<file path="config.mk">
export PLATFORM = sky130hd
export DESIGN_NAME = bank_regfile
export DESIGN_NICKNAME = d
export VERILOG_FILES = /design/src/rtl/rfb_pkg.sv /design/src/rtl/rfb_addr_map.sv /design/src/rtl/rfb_guard.sv /design/src/rtl/rfb_xbank.sv /design/src/rtl/bank_regfile.sv
export SDC_FILE = /design/constraint.sdc
export NUM_CORES = 2
export LEC_CHECK = 0
export ABC_AREA = 1
export BUFFER_PORTS_ARGS = -buffer_cell sky130_fd_sc_hd__buf_4
export CELL_PAD_IN_SITES_DETAIL_PLACEMENT = 1
export CELL_PAD_IN_SITES_GLOBAL_PLACEMENT = 1
export CORE_ASPECT_RATIO = 1.2
export CORE_UTILIZATION = 34
export CTS_CLUSTER_SIZE = 12
export DETAILED_ROUTE_END_ITERATION = 12
export PLACE_DENSITY_LB_ADDON = 0.25
export SETUP_SLACK_MARGIN = 0.1
export SLEW_MARGIN = 20
export SYNTH_ARGS = -nofsm -noshare
export SYNTH_HDL_FRONTEND = slang
export SYNTH_SLANG_ARGS = --single-unit
</file>
<file path="constraint.sdc">
create_clock -name clk -period 3.55 [get_ports clk]
set_input_delay 0 -clock clk [delete_from_list [all_inputs] [get_ports clk]]
set_output_delay 0 -clock clk [all_outputs]
set_load 0.03 [all_outputs]
</file>
<file path="src/rtl/rfb_pkg.sv">
package rfb_pkg;
   localparam int RF_AW  = 8;
   localparam int RF_DW  = 8;
   localparam int RF_NIB = 4;

   typedef struct packed {
      logic [RF_AW-1:0]  addr;
      logic              xbank;
      logic [RF_NIB-1:0] bank;
   } rf_loc_t;
endpackage

</file>
<file path="src/rtl/rfb_addr_map.sv">
module rfb_addr_map
   import rfb_pkg::*;
#(
   parameter int AW  = RF_AW,
   parameter int NIB = RF_NIB
) (
   input  logic [AW-1:0] ptr,
   input  logic          wreg,
   input  logic [AW-1:0] raw,
   output rf_loc_t       loc
);
   localparam int GRP_W = AW - NIB;

   if (AW != RF_AW || NIB != RF_NIB) begin : g_chk
      $error("rfb_addr_map: widths must match rfb_pkg");
   end

   logic [AW-1:0]  resolved;
   logic [NIB-1:0] bank_sel;

   assign bank_sel = ptr[NIB-1:0];

   always_comb begin
      if (wreg) resolved = {ptr[AW-1 -: GRP_W], raw[NIB-1:0]};
      else      resolved = raw;
   end

   always_comb begin
      loc.addr  = resolved;
      loc.bank  = bank_sel;
      loc.xbank = (resolved[AW-1:NIB] == '0) && (bank_sel != '0);
   end
endmodule

</file>
<file path="src/rtl/rfb_guard.sv">
module rfb_guard #(
   parameter int       AW       = 8,
   parameter int       DW       = 8,
   parameter bit       PROT_EN  = 1'b1,
   parameter int       PROT_BIT = 6,
   parameter logic [7:0] WIN_LO = 8'h80,
   parameter logic [7:0] WIN_HI = 8'hEF
) (
   input  logic [DW-1:0] imsk,
   input  logic [AW-1:0] addr,
   output logic          blk
);
   if (PROT_BIT >= DW) begin : g_bit_chk
      $error("rfb_guard: PROT_BIT outside mask width");
   end
   if (WIN_LO > WIN_HI) begin : g_win_chk
      $error("rfb_guard: empty protect window");
   end

   if (PROT_EN) begin : g_gate
      logic in_win;
      assign in_win = (addr >= AW'(WIN_LO)) && (addr <= AW'(WIN_HI));
      assign blk    = imsk[PROT_BIT] && in_win;
   end else begin : g_open
      assign blk = 1'b0;
   end

   // control area above the window never blocked
   always_comb begin
      if (addr > AW'(WIN_HI))
         a_ctrl_open_r8: assert (!blk);
   end
endmodule

</file>
<file path="src/rtl/rfb_xbank.sv">
module rfb_xbank #(
   parameter int NIB      = 4,
   parameter int DW       = 8,
   parameter int LOC_DATA = 2,
   parameter int LOC_DIR  = 3,
   parameter int LOC_MODE = 9
) (
   input  logic           clk,
   input  logic           rst_n,
   input  logic           we,
   input  logic [NIB-1:0] loc,
   input  logic [DW-1:0]  wd,
   output logic [DW-1:0]  rd,
   output logic [DW-1:0]  data_q,
   output logic [DW-1:0]  dir_q,
   output logic [DW-1:0]  mode_q
);
   localparam int NLOC = 1 << NIB;

   if (LOC_DATA >= NLOC || LOC_DIR >= NLOC || LOC_MODE >= NLOC) begin : g_chk
      $error("rfb_xbank: register location outside bank");
   end

   always_ff @(posedge clk or negedge rst_n) begin
      if (!rst_n) begin
         data_q <= '0;
         dir_q  <= '0;
         mode_q <= '0;
      end else if (we) begin
         if (loc == NIB'(LOC_DATA)) data_q <= wd;
         if (loc == NIB'(LOC_DIR))  dir_q  <= wd;
         if (loc == NIB'(LOC_MODE)) mode_q <= wd;
      end
   end

   always_comb begin
      rd = '0;
      if (loc == NIB'(LOC_DATA)) rd = data_q;
      if (loc == NIB'(LOC_DIR))  rd = dir_q;
      if (loc == NIB'(LOC_MODE)) rd = mode_q;
   end

   // registers only move on a write
   p_hold_r3: assert property (@(posedge clk) disable iff (!rst_n)
      !we |=> ($stable(data_q) && $stable(dir_q) && $stable(mode_q)));
endmodule

</file>
<file path="src/rtl/bank_regfile.sv">
module bank_regfile
   import rfb_pkg::*;
#(
   parameter bit         PROT_EN   = 1'b1,
   parameter int         PROT_BIT  = 6,
   parameter logic [7:0] WIN_LO    = 8'h80,
   parameter logic [7:0] WIN_HI    = 8'hEF,
   parameter logic [7:0] PTR_ADDR  = 8'hFD,
   parameter logic [7:0] IMSK_ADDR = 8'hFB,
   parameter int         IMPL_BANK = 15
) (
   input  logic             clk,
   input  logic             rst_n,
   input  logic             acc_wreg,
   input  logic [RF_AW-1:0] acc_addr,
   input  logic             rd_en,
   input  logic             wr_en,
   input  logic [RF_DW-1:0] wdata,
   output logic [RF_DW-1:0] rdata,
   output logic             prot_viol,
   output logic [RF_DW-1:0] ptr_o,
   output logic [RF_DW-1:0] imsk_o,
   output logic [RF_DW-1:0] p4_data_o,
   output logic [RF_DW-1:0] p4_dir_o,
   output logic [RF_DW-1:0] p6_mode_o
);
   localparam int DEPTH = 1 << RF_AW;

   if (PTR_ADDR == IMSK_ADDR) begin : g_ctl_chk
      $error("bank_regfile: pointer and mask share an address");
   end
   if (IMPL_BANK == 0 || IMPL_BANK >= (1 << RF_NIB)) begin : g_bank_chk
      $error("bank_regfile: implemented bank must be 1..15");
   end

   logic [RF_DW-1:0] ptr_q, imsk_q;
   logic [RF_DW-1:0] mem [DEPTH];
   rf_loc_t          loc;
   logic             blk, xb_hit, xb_we, ram_we;
   logic [RF_DW-1:0] xb_rd;

   rfb_addr_map #(.AW(RF_AW), .NIB(RF_NIB)) u_map (
      .ptr  (ptr_q),
      .wreg (acc_wreg),
      .raw  (acc_addr),
      .loc  (loc)
   );

   rfb_guard #(
      .AW(RF_AW), .DW(RF_DW), .PROT_EN(PROT_EN), .PROT_BIT(PROT_BIT),
      .WIN_LO(WIN_LO), .WIN_HI(WIN_HI)
   ) u_guard (
      .imsk (imsk_q),
      .addr (loc.addr),
      .blk  (blk)
   );

   assign xb_hit = loc.xbank && (loc.bank == RF_NIB'(IMPL_BANK));
   assign xb_we  = wr_en && xb_hit;
   assign ram_we = wr_en && !blk && !loc.xbank;

   rfb_xbank #(.NIB(RF_NIB), .DW(RF_DW)) u_xbank (
      .clk    (clk),
      .rst_n  (rst_n),
      .we     (xb_we),
      .loc    (loc.addr[RF_NIB-1:0]),
      .wd     (wdata),
      .rd     (xb_rd),
      .data_q (p4_data_o),
      .dir_q  (p4_dir_o),
      .mode_q (p6_mode_o)
   );

   always_ff @(posedge clk) begin
      if (ram_we) mem[loc.addr] <= wdata;
   end

   always_ff @(posedge clk or negedge rst_n) begin
      if (!rst_n) begin
         ptr_q  <= '0;
         imsk_q <= '0;
      end else if (ram_we) begin
         if (loc.addr == PTR_ADDR)  ptr_q  <= wdata;
         if (loc.addr == IMSK_ADDR) imsk_q <= wdata;
      end
   end

   always_ff @(posedge clk or negedge rst_n) begin
      if (!rst_n) prot_viol <= 1'b0;
      else        prot_viol <= (rd_en || wr_en) && blk;
   end

   always_comb begin
      if (blk)                         rdata = '1;
      else if (loc.xbank)              rdata = xb_hit ? xb_rd : '0;
      else if (loc.addr == PTR_ADDR)   rdata = ptr_q;
      else if (loc.addr == IMSK_ADDR)  rdata = imsk_q;
      else                             rdata = mem[loc.addr];
   end

   assign ptr_o  = ptr_q;
   assign imsk_o = imsk_q;

   // blocked read shows all ones
   always_comb begin
      if (rst_n && rd_en && blk)
         a_blk_read_r7: assert (rdata == '1);
   end

   // unimplemented bank reads zero
   always_comb begin
      if (rst_n && rd_en && loc.xbank && !xb_hit)
         a_unimpl_zero_r5: assert (rdata == '0);
   end

   // flag only follows a blocked access
   p_viol_src_r9: assert property (@(posedge clk) disable iff (!rst_n)
      prot_viol |-> $past((rd_en || wr_en) && blk));

   // blocked write cannot move the control bytes
   p_blk_ctl_r7: assert property (@(posedge clk) disable iff (!rst_n)
      (wr_en && blk) |=> ($stable(ptr_q) && $stable(imsk_q)));
endmodule

</file>
# Word-level counts from Yosys, hierarchy flattened
# Memory sizes are Yosys's and may differ from the RTL's.
# Index checks and enable logic that the tools add are counted.
[word_totals]
ff_bits = 41
inputBits = 21
n_memories = 1
ramBits = 2048
out_inout_bits = 49
elab_cells = 44
[mem_list]
columns = ["name", "words", "width", "rd", "rd_ports_with_merged_regs", "write_ports", "line_no", "text"]
rows = [
  ["mem", 256, 8, 1, 0, 1, "bank_regfile.sv:37", "logic [RF_DW-1:0] mem [DEPTH];"],
]
[op_classes]
order_cmp = 2
n_eq_ne = 6
n_mux = 11
n_reduce_logical = 18
[op_table]
columns = ["cell", "n"]
rows = [
  ["8-bit 2-to-1 mux", 9],
  ["8-bit == test, second input constant", 2],
  ["2-bit AND reduction", 5],
  ["4-bit by 2-bit == test with 1-bit output, second input constant", 2],
  ["4-bit == test, second input constant", 2],
  ["8-bit >= comparator, second input constant", 1],
  ["8-bit less-or-equal comparator, second input constant", 1],
  ["1-bit logical AND", 8],
  ["4-bit zero test", 1],
  ["4-bit nonzero test", 1],
  ["1-bit zero test", 2],
  ["1-bit 2-to-1 mux", 2],
  ["1-bit logical OR", 1],
]

# Longest topological paths before layout
[logic_depth]
word_depth = 9
depth_mapped = 20
depth_no_buf = 17

# Hierarchy
# From an unflattened synthesis, not the netlist that was laid out.
[hier_totals]
hier_cells = 7588
area_unflattened_um2 = 84651.2
[by_module_without_submodules]
columns = ["module", "instances", "area_per_inst_um2", "seq_area_each_um2", "cells_each"]
rows = [
  ["bank_regfile", 1, 83231.1, 61894.4, 7399],
  ["rfb_xbank", 1, 1234.9, 600.6, 149],
  ["rfb_addr_map", 1, 165.2, 0.0, 35],
  ["rfb_guard", 1, 20.0, 0.0, 5],
]

# Worst setup path after synthesis
# OpenSTA, ideal clock, no wires.
[synth_timing]
path_kind = "register to register"
from = "register ptr_q[7] (netlist: ptr_o[7])"
to = "memory mem[155][0] (enable)"
required_time_ps = 3167
stages_incl_launch_ff = 13
period_less_slack_ps = 2886
arrival_ps = 2503
setup_ps = 383
slack_ps = 664
n_path_buf = 2
path_cell_list = "dfrtp_1 inv_1 nand2_1 o21ai_2 nor2_2 inv_2 nor2_4 nor3_4 nor3_2 buf_4 buf_6 nand3_1 nor3_1"
[synth_via]
elab_chain_cells = 9
word_cells_on_any_way = 13
classes_between = "order compare: 2; mux: 3; reduce/logical: 8"
[synth_lines]
columns = ["item", "line_no", "text"]
rows = [
  ["start, declared", "bank_regfile.sv:36", "logic [RF_DW-1:0] ptr_q, imsk_q;"],
  ["start signal, assigned", "bank_regfile.sv:83", "if (loc.addr == PTR_ADDR) ptr_q <= wdata;"],
  ["8-bit 2-to-1 mux (*)", "rfb_addr_map.sv:24", "if (wreg) resolved = {ptr[AW-1 -: GRP_W], raw[NIB-1:0]};"],
  ["8-bit >= comparator or 8-bit less-or-equal comparator (tied branches)", "rfb_guard.sv:22", "assign in_win = (addr >= AW'(WIN_LO)) && (addr <= AW'(WIN_HI));"],
  ["1-bit logical AND", "rfb_guard.sv:22", ""],
  ["1-bit logical AND", "rfb_guard.sv:23", "assign blk = imsk[PROT_BIT] && in_win;"],
  ["1-bit zero test", "bank_regfile.sv:60", "assign ram_we = wr_en && !blk && !loc.xbank;"],
  ["1-bit logical AND (2 in a row)", "bank_regfile.sv:60", ""],
  ["1-bit 2-to-1 mux", "bank_regfile.sv:75", "if (ram_we) mem[loc.addr] <= wdata;"],
  ["1-bit 2-to-1 mux (not written as such)", "bank_regfile.sv:75", ""],
  ["end, declared", "bank_regfile.sv:37", ""],
]
# Every way passes the cells marked *; elsewhere a longest branch is shown, timed or not.

# Final worst setup path
[layout_timing]
from = "register ptr_q[5] (netlist: ptr_o[5])"
to = "output rdata[4]"
[layout_via]
elab_chain_cells = 7
word_cells_on_any_way = 16
classes_between = "order compare: 2; eq/ne: 2; mux: 6; reduce/logical: 5; memory: 1"
[layout_lines]
columns = ["item", "line_no", "text"]
rows = [
  ["8-bit 2-to-1 mux (*)", "rfb_addr_map.sv:24", ""],
  ["parallel branches: the longest is 5 deep, another holds memory read 256 x 8 bit", "--", ""],
  ["8-bit 2-to-1 mux (*)", "bank_regfile.sv:94", "if (blk) rdata = '1;"],
  ["end, declared", "bank_regfile.sv:19", "output logic [RF_DW-1:0] rdata,"],
]
# Every way passes the cells marked *.

==> run summary <==
Uppermost routed layer: met4
Top cells by area, synth: edfxtp_1 (71%), nand2_1 (20%), nor2_1 (1.6%), nand3_1 (1.2%), dfrtp_1 (1.2%)
Clock Power Share: 0.405
Slew headroom: 0.295
Cell internal pwr: 39.5 mW
Placer Congestion: 0.869
Setup Viol. Count Final: 0
Comb pwr share: 0.069
Worst vdd ir: 0.437 mV
Sequential power share: 0.526
Net Switching: 12.0 mW
Fmax: 292 MHz
H-tree Lvls: 4
CTS tree: yes
Min-Delay Path Class: in2reg
Full die area: 255000 um^2
Drt wl/cell: 23.9 um
Tightest hold margin: 93.8 ps
Worst-path maximum fanout: 19
Routed vias: 59.0k
Area Growth Syn to Fin: 15.8%
Setup TNS: 0 ps
Rows: 202
Commonest cells post-synth: nand2_1 (4630), edfxtp_1 (2048), nor2_1 (357)
DR vias/cell: 4.98
Final Cell Area: 99700 um^2
Wire length on met3: 11.6 mm
DRT Pass-1 Iters: 5
Crit share post-route: 0.964
Post-synth EDFFs: 2048
Critical R2R Capture: mem[21][4]
R2r setup slk: 290 ps
Critical path type: reg2out
Starting density of the core: 0.342
Largest net degree at the start of global routing: 113
RSZ-0062 raised after global routing: true
Slew Viols, Final: 0
HP Start: acc_addr[2]
Switching share of power: 0.233
Final WL: 283 mm
Vias in the first global route: 62.0k
GRT Overall Usage: 0.220
Post-DRT Antenna Nets: 0
Synth warn: 0
CP Capture Type: output pin
CTS max path bufs: 4
PD cells: 517 nW/um^2
DIE WIDTH: 461 um
Avg Synthesized Cell Area: 10.6 um^2
Post-Syn Area: 86100 um^2
Asr flop ratio synth: 0.0196
Hold depth: 4
Design Power: 51.6 mW
First-pass GRT wire length: 415 mm
Port buffer count: 69
Clock root buffer master: clkbuf_16
Initial antenna violation count: 7
CTS Buf Count: 216
Synth Register Bits: 2089
Die height: 553 um
Worst Path Arrival: 3420 ps
Primary FF master, synth: edfxtp_1
Syn Inst Count: 8110
Area leader, netlist: edfxtp_1
WL met2: 143 mm
Sequential area share after synthesis: 0.726
WL met1: 119 mm
CP Data Required Time: 3550 ps
Layout Cells excl Fill: 11.8k
Area of placed instances: 92800 um^2
Clk sink count: 2089
I/O pin count: 70
Min Tclk post-route: 3420 ps
Yosys cell types: 30
Reg2reg path depth: 8
Core ar.: 252000 um^2
Global route total overflow: 0
Mapped Nets: 8131
Leak: 38.9 nW
Worst-skew pair later-pin latency: 880 ps
Hold Vio Cnt, Final: 0
DRC: 0
Final layout net count: 8366
Clock transition at path regs: 60 ps
Hold endpoint: mem[135][5]
Iter 0 DRT Violations: 3631
Skew final: 42.7 ps
Proportion of netlist area held by the largest area contributor: 0.714
Reg-to-reg startpoint: ptr_o[5]
Placed cells: 11.5k
Status: completed
Post-DP HPWL: 177 mm
Actual slew at the worst max-slew pin: 1050 ps
Max Cap Viol: 0
Worst Setup Start Kind: flop
Layout cells sized above 1: 0.0922
Most frequent cell after synthesis: nand2_1
-- critical path, cell delays in order, from the launching register on --
cell	delay [ps]
dfrtp_1	410
mux2i_2	220
inv_4	110
nor2_4	220
bufbuf_16	370
o21ai_0	110
nand2_1	230
nor2_2	90
nor2_1	150
nor2_1	80
nand2_1	110
nand2_1	60
nand2_1	60
nand2_1	80
nand2_1	90
buf_4	160
-- cells in the final DEF (no fill, tap or decap), types with 13 or more instances in the layout --
cell type and n:
nand2_1 4611, edfxtp_1 2048, nor2_1 315, buf_4 311
clkbuf_16 219, nand3_1 199, o21ai_0 158, buf_12 85
o21ai_1 64, clkbuf_1 60, a21oi_1 53, inv_1 51
dfrtp_1 41, clkinv_1 39, nand2_2 26, nor2_2 25
nor2_4 25, nand4_1 21, dlygate4sd3_1 14, clkinv_2 13
-- per-layer routing --
metal / GRT usage / vias to the layer above
li1: - / 27200
met5: 0 / -
met1: 0.280 / 30200
met3: 0.0239 / 395
met2: 0.387 / 1261
met4: 0.0720 / 0
-- layout make-up --
cell class / count / area [um^2]
Fill cell: 27700 / 152000
Sequential cell: 2089 / 62500
Multi-Input combinational cell: 5541 / 22000
Clock buffer: 280 / 5720
Timing Repair Buffer: 432 / 4520
Tap cell: 3366 / 4210
Clock inverter: 61 / 429
Inverter: 65 / 285
Antenna cell: 6 / 15.0
-- power groups by stage --
| stage | sequential [mW] | clock, mW | combinational (mW) |
|---|---|---|---|
| after floorplan | 27.6 | 0 | 1.54 |
| after global placement | 27.6 | 0 | 3.40 |
| after detailed placement | 27.6 | 0 | 3.44 |
| after CTS | 27.1 | 21.3 | 3.54 |
| after global routing | 27.1 | 22.1 | 3.83 |
| final | 27.1 | 20.9 | 3.55 |
-- logic make-up (layout without fill, tap and decap cells) --
kind of cell | after synthesis | after routing | share of synthesized area
AOI/OAI and AO/OA | 296 | 296 | 0.0174
buffers and inverters | 480 | 838 | 0.0231
DFF | 2089 | 2089 | 0.726
muxes | 1 | 1 | 0.000116
other | 0 | 6 | 0
and+or+nand+nor | 5244 | 5244 | 0.233
-- flip-flops by register name, summed over array words and instances (netlist names) --
register	flops
ptr_o	8
mem	2048
prot_viol	1
u_xbank.data_q	8
u_xbank.dir_q	8
u_xbank.mode_q	8
imsk_o	8
-- worst max path at each step --
stage	from	to	slack [ps]	cells after the start
after global routing	ptr_o[5]	rdata[4]	10	17
after CTS	ptr_o[5]	rdata[3]	80	17
final	ptr_o[5]	rdata[4]	130	15
after detailed placement	acc_addr[0]	rdata[1]	30	21
after floorplan	ptr_o[7]	mem[155][0]	660	12
after global placement	ptr_o[4]	mem[120][7]	60	9
-- through the flow --
stage                     setup WS, ps   util
after global routing              11.7  0.396
after global placement            55.2  0.368
final                              126  0.396
after CTS                         76.9  0.395
after detailed placement          32.4  0.368
after floorplan                    664      -
-- repair_timing --
action	4_1_cts	5_1_grt
hold endpoints to repair	1322	0
pin swaps	8	32
gates resized for setup	62	71
hold buffers	15	0
cloned	3	0
buffers inserted	10	8
setup endpoints to repair	9	8
(Power assumes the default switching activity.)
